**config.mk**
```make
export PLATFORM = sky130hd
export DESIGN_NAME = local_hist_pred
export DESIGN_NICKNAME = d
export VERILOG_FILES = /design/src/rtl/lhp_pkg.sv /design/src/rtl/lhp_hist_table.sv /design/src/rtl/lhp_pattern_table.sv /design/src/rtl/local_hist_pred.sv
export SDC_FILE = /design/constraint.sdc
export NUM_CORES = 1
export LEC_CHECK = 0
export BUFFER_PORTS_ARGS = -buffer_cell sky130_fd_sc_hd__clkbuf_2
export CAP_MARGIN = 20
export CELL_PAD_IN_SITES_DETAIL_PLACEMENT = 0
export CELL_PAD_IN_SITES_GLOBAL_PLACEMENT = 2
export CORE_ASPECT_RATIO = 1.2
export CORE_MARGIN = 2
export CORE_UTILIZATION = 41
export DETAILED_ROUTE_END_ITERATION = 16
export GPL_TIMING_DRIVEN = 1
export PLACE_DENSITY = 0.75
export SLEW_MARGIN = 20
export SYNTH_ARGS = -nofsm -noshare
export SYNTH_HDL_FRONTEND = slang
export SYNTH_SLANG_ARGS = --single-unit
```
**constraint.sdc**
```tcl
create_clock -name clk -period 5.4 [get_ports clk]
set_input_delay 0.81 -clock clk [delete_from_list [all_inputs] [get_ports clk]]
set_output_delay 0.81 -clock clk [all_outputs]
set_load 0.02 [all_outputs]
```
**src/rtl/lhp_pkg.sv**
```systemverilog
// Package lhp_pkg
// Shared counter type and its saturating step function for the local
// history predictor. Assumes a two-bit counter whose upper bit is the
// predicted direction.
package lhp_pkg;

    typedef enum logic [1:0] {
        CTR_SNT = 2'd0,
        CTR_WNT = 2'd1,
        CTR_WT  = 2'd2,
        CTR_ST  = 2'd3
    } ctr_e;

    // Move one step toward the outcome, holding at both ends.
    function automatic ctr_e ctr_step(input ctr_e cur, input logic taken);
        ctr_e nxt;
        nxt = cur;
        case (cur)
            CTR_SNT: nxt = taken ? CTR_WNT : CTR_SNT;
            CTR_WNT: nxt = taken ? CTR_WT  : CTR_SNT;
            CTR_WT:  nxt = taken ? CTR_ST  : CTR_WNT;
            CTR_ST:  nxt = taken ? CTR_ST  : CTR_WT;
            default: nxt = CTR_WNT;
        endcase
        return nxt;
    endfunction

endpackage

```
**src/rtl/lhp_hist_table.sv**
```systemverilog
// Module lhp_hist_table
// Per-branch outcome history storage. One asynchronous read port serves
// lookup. A second read port gives the old value at the update entry,
// which is the value the counter update must use. A write shifts the
// outcome into bit 0. Assumes one update per cycle at most.
module lhp_hist_table #(
    parameter int IDX_W = 6,
    parameter int HL    = 6,
    localparam int N    = 1 << IDX_W
) (
    input  logic            clk,
    input  logic            rst_n,
    input  logic [IDX_W-1:0] rd_idx,
    output logic [HL-1:0]    rd_hist,
    input  logic            wr_en,
    input  logic [IDX_W-1:0] wr_idx,
    input  logic            wr_bit,
    output logic [HL-1:0]    wr_old,
    output logic [N*HL-1:0]  state_flat
);

    logic [HL-1:0] hist_q [N];
    logic [HL-1:0] shifted;

    // Read both ports from the stored (pre-update) contents.
    always_comb begin
        rd_hist = hist_q[rd_idx];
        wr_old  = hist_q[wr_idx];
        shifted = (wr_old << 1) | HL'(wr_bit);
    end

    // Clear on reset, otherwise shift the outcome into the addressed entry.
    always_ff @(posedge clk) begin
        if (!rst_n) begin
            for (int i = 0; i < N; i++) hist_q[i] <= '0;
        end else if (wr_en) begin
            hist_q[wr_idx] <= shifted;
        end
    end

    // Expose the stored state as one vector for the checker.
    for (genvar g = 0; g < N; g++) begin : g_flat
        assign state_flat[g*HL +: HL] = hist_q[g];
    end

endmodule

```
**src/rtl/lhp_pattern_table.sv**
```systemverilog
// Module lhp_pattern_table
// Two-bit saturating counters selected by a history value. There is one
// asynchronous lookup read and one read-modify-write update per cycle.
// Assumes the update index is the pre-update history of the branch.
module lhp_pattern_table
    import lhp_pkg::*;
#(
    parameter int HL = 6,
    localparam int N = 1 << HL
) (
    input  logic          clk,
    input  logic          rst_n,
    input  logic [HL-1:0] rd_idx,
    output ctr_e          rd_ctr,
    input  logic          wr_en,
    input  logic [HL-1:0] wr_idx,
    input  logic          wr_taken,
    output logic [2*N-1:0] state_flat
);

    ctr_e ctr_q [N];
    ctr_e wr_next;

    // Lookup read and the next value of the updated counter.
    always_comb begin
        rd_ctr  = ctr_q[rd_idx];
        wr_next = ctr_step(ctr_q[wr_idx], wr_taken);
    end

    // Set to weakly not taken on reset, otherwise step on update.
    always_ff @(posedge clk) begin
        if (!rst_n) begin
            for (int i = 0; i < N; i++) ctr_q[i] <= CTR_WNT;
        end else if (wr_en) begin
            ctr_q[wr_idx] <= wr_next;
        end
    end

    // Expose the stored state as one vector for the checker.
    for (genvar g = 0; g < N; g++) begin : g_flat
        assign state_flat[2*g +: 2] = ctr_q[g];
    end

endmodule

```
**src/rtl/local_hist_pred.sv**
```systemverilog
// Module local_hist_pred
// Local two-level direction predictor. The lookup address selects a
// history entry. That history selects a counter, and the counter's upper
// bit is the prediction. Both reads are combinational. An update steps the
// counter that the old history selects and shifts the outcome into the
// history. Assumes at most one resolved branch per cycle and no tags.
module local_hist_pred
    import lhp_pkg::*;
#(
    parameter int PC_W    = 32,
    parameter int ALIGN_W = 2,
    parameter int IDX_W   = 6,
    parameter int HL      = 6,
    localparam int HN     = 1 << IDX_W,
    localparam int PN     = 1 << HL
) (
    input  logic            clk,
    input  logic            rst_n,
    input  logic [PC_W-1:0] lk_pc,
    output logic            lk_taken,
    input  logic            up_valid,
    input  logic [PC_W-1:0] up_pc,
    input  logic            up_taken
);

    logic [IDX_W-1:0] lk_idx, up_idx;
    logic [HL-1:0]    lk_hist, up_hist;
    ctr_e             lk_ctr;
    logic [HN*HL-1:0] hist_flat;
    logic [2*PN-1:0]  ctr_flat;

    // Pick the history entry from the address bits above the alignment.
    always_comb begin
        lk_idx = lk_pc[ALIGN_W +: IDX_W];
        up_idx = up_pc[ALIGN_W +: IDX_W];
    end

    lhp_hist_table #(.IDX_W(IDX_W), .HL(HL)) u_hist (
        .clk        (clk),
        .rst_n      (rst_n),
        .rd_idx     (lk_idx),
        .rd_hist    (lk_hist),
        .wr_en      (up_valid),
        .wr_idx     (up_idx),
        .wr_bit     (up_taken),
        .wr_old     (up_hist),
        .state_flat (hist_flat)
    );

    lhp_pattern_table #(.HL(HL)) u_pat (
        .clk        (clk),
        .rst_n      (rst_n),
        .rd_idx     (lk_hist),
        .rd_ctr     (lk_ctr),
        .wr_en      (up_valid),
        .wr_idx     (up_hist),
        .wr_taken   (up_taken),
        .state_flat (ctr_flat)
    );

    // The counter's upper bit gives the direction.
    assign lk_taken = lk_ctr[1];

endmodule

```
==> metrics.md <==
| Metric | Value |
|---|---|
| Max frequency | `about 200 MHz` |
| Final HPWL DP | `62.8 mm` |
| Cts hold-fix bufs | `0` |
| Share of cells above drive strength 1 | `between 20% and 30%` |
| Buffers and inverters on the worst path | `5` |
| Fin cells | `around 3100` |
| Pwr Density | `~330 mW/mm^2` |
| Commonest cells in the synthesized netlist | `edfxtp_1, nor2_1, nand2_1` |
| Core box area | `0.0669 mm^2` |
| Maximum clock path buffer count | `3` |
| Num CTS Buffers | `between 50 and 60` |
| I/O pin cnt | `a little under 70` |
| Critical path's slowest cell | `mux4_2` |
| H-tree levels | `2` |
| ANT nets after route | `0` |
| Final Cycle Share | `a little over nine tenths` |
| DR iter-0 viols | `about 1800` |
| Mean routed wirelength per cell | `28.0 um` |
| Critical Path Source Type | `input port` |
| Vias per cell | `6.04` |
| DRC viols | `0` |
| Area leader, netlist | `edfxtp_1` |
| Vias in the first global route | `19000` |
| Root buffer cell | `clkbuf_16` |
| Port Buffers | `16` |
| Setup-failing EPs final | `0` |
| Synthesized area | `about 0.028 mm^2` |
| CTS tree | `done` |
| Status | `complete, no violations` |
| GRT overflow | `0` |
| RSZ-0062 raised after global routing | `no` |
| Slew HR | `18.7%` |
| Slew Viols, Final | `0` |
| Asr flop ratio synth | `0%` |
| Clk pin slew, worst setup/hold paths | `0.06 ns` |
| Slew @ Worst Pin | `1.22 ns` |
| WP data required | `~4.6 ns` |
| Leak | `0.0112 uW` |
| Avg Cell Area, Syn | `12.7 um^2` |
| Global-route wire length before repair | `about 130 mm` |
| Placed Cells | `a little over 3000` |
| Fin crit period | `5.11 ns` |
| Critical path class | `in2out` |
| Share of the synthesized area in the top cell type | `55.7%` |
| Most common flop cell mapped by yosys | `edfxtp_1` |
| # diodes | `0` |
| Total GRT Usage | `25.6%` |
| Post-synth EDFFs | `between 500 and 600` |
| Cell variety after synth | `between 70 and 80` |
| Nets | `2270` |
| Final Util | `46.4%` |
| Final hold vios | `0` |
| Clk Latency, worst-skew pair | `approximately 0.63 ns` |
| Register area share after synthesis | `55.7%` |
| Warnings, synthesis | `0` |
| Vias | `between 15000 and 20000` |
| Crit-path max cell delay | `0.55 ns` |
| Detailed Route WL | `around 90 mm` |
| Crit path top cell by count | `mux4_2` |
| Arrival time at the worst endpoint | `roughly 4.3 ns` |
| Num Clock Sinks | `between 500 and 600` |
| Initial core utilization | `41.3%` |
| Die H | `roughly 290 um` |
| Initial antenna violation count | `2` |
| Critical-path cell list | `buf_6, buf_12, buf_4, mux4_2, mux4_2, mux4_2, buf_4, mux2i_1, mux2i_1, mux2_2, nand2_1, nand4_1, o21ai_1, clkbuf_2` |
| Synth Instances | `2167` |
| Setup TNS | `0 ns` |
| Hold Path Class | `in2reg` |
| Top-count cell post-synth | `edfxtp_1` |
| Area grow syn2layout | `12.5%` |
| Die X | `approximately 240 um` |
| Die Footprint | `a little under 0.07 mm^2` |
| Synthesized flop and latch total | `approximately 510` |
| Max-cap viol count | `0` |
| Placer Congestion | `approximately 0.91` |
| FP Rows | `roughly 100` |
| Worst vdd ir | `roughly 290 uV` |
| Postcts setup bufs | `0` |
| Maximum number of pins on one net before global-route repair | `65` |
| Delay-heaviest family, CP | `multiplexers` |
| Clk_skew | `a little under 0.03 ns` |
| DR pass1 iterations | `7` |
| Synth area leaders | `edfxtp_1, mux4_2, nor2_1, mux2i_1, nand2_1` |
| Worst-path fanout max | `20` |
| Worst setup EP type | `primary output` |
| Post-synthesis net count | `approximately 2200` |
[worst paths after layout]
path / startpoint / slack [ns] / endpoint / cells after the start
setup reg to reg: u_hist.hist_q[40][0] / 1.13 / u_pat.ctr_q[5][0] / 13
hold / removal: rst_n / 0.77 / u_pat.ctr_q[15][0] / 2
setup / recovery: lk_pc[2] / 0.29 / lk_taken / 14
hold reg to reg: u_pat.ctr_q[46][0] / 1.40 / u_pat.ctr_q[50][0] / 7
[cell usage in the layout, fill, tap and decap left out, types with 9 or more instances in the layout]
master       n
a221o_1     13
mux2_2      45
buf_4      140
clkbuf_2    10
clkinv_2    17
a22o_1      10
a21oi_1     25
o21ai_0     15
buf_12      21
nor2b_1     11
nand2_1    291
nor2_1     433
o22ai_1     26
clkbuf_16   55
nand2b_1    11
o221ai_1    28
mux4_2     175
clkinv_1    15
nand3_1     54
nor2_2      40
mux2i_1    123
a211oi_1     9
and3_1      10
nand3_2     12
edfxtp_1   512
[final cells by class]
cell class	count	area, um^2
Tap cell	901	1130
Clock buffer	57	1380
Sequential cell	512	15400
Multi-Input combinational cell	1452	11200
Clock inverter	45	407
Inverter	9	36.3
Timing Repair Buffer	172	1530
Fill cell	6052	35800
[kinds of logic (layout without fill, tap and decap cells)]
kind of cell	Yosys count	count (layout)	share of synthesized area, %
flip-flops	512	512	55.7
buffers and inverters	203	283	4.07
AO/OA/AOI/OAI	186	186	5.06
adder cells (fa/ha/maj)	4	4	0.163
multiplexers	344	344	20.6
AND/OR/NAND/NOR	918	918	14.4
[layer usage]
metal  vias to the layer above  wire length, um  global-route usage, %
li1                       8222                -                      -
met5                         -               28                      0
met1                      9672            33300                   31.5
met2                       898            44500                   44.5
met3                       215             5720                   3.57
met4                         4             4720                   12.5
[power by group]
group / leakage [uW] / switching, uW / internal [uW] / total, uW
registers: 0.00504 / 94.0 / 4500 / 4600
logic: 0.00530 / 1140 / 663 / 1800
clock network: 0.000887 / 1630 / 2150 / 3780
[repair_timing]
action                                  in CTS  in global routing
resized for setup                            0                  1
endpoints found under the setup margin       0                  1
endpoints found under the hold margin        0                  0
[state kept, by name, summed over array words and instances (netlist names)]
register / cells
u_hist.hist_q: 384
u_pat.ctr_q: 128
[stage by stage]
step,setup slack (ns),power [uW],hold WS [ns],instance area (um^2)
final,0.286,10200,0.766,31100
after detailed placement,0.184,6480,1.38,29300
after global routing,0.0970,10500,0.767,31100
after floorplan,0.0376,5800,1.13,27600
after CTS,0.199,10200,0.745,31100
after global placement,0.145,6460,1.38,29300
[worst register-to-register path, stage by stage, from the launching register on]
cell and delay [ns]:
edfxtp_1 0.39, mux2i_1 0.24, o22ai_1 0.12, o31a_1 0.37, nand4bb_1 0.38, nor3_4 0.61, buf_12 0.28, mux2i_1 0.24
a221o_1 0.22, a21oi_1 0.08, or4b_1 0.54, maj3_2 0.33, buf_12 0.18, nand3_1 0.12
Note: power is estimated with default switching activity, not from simulation.
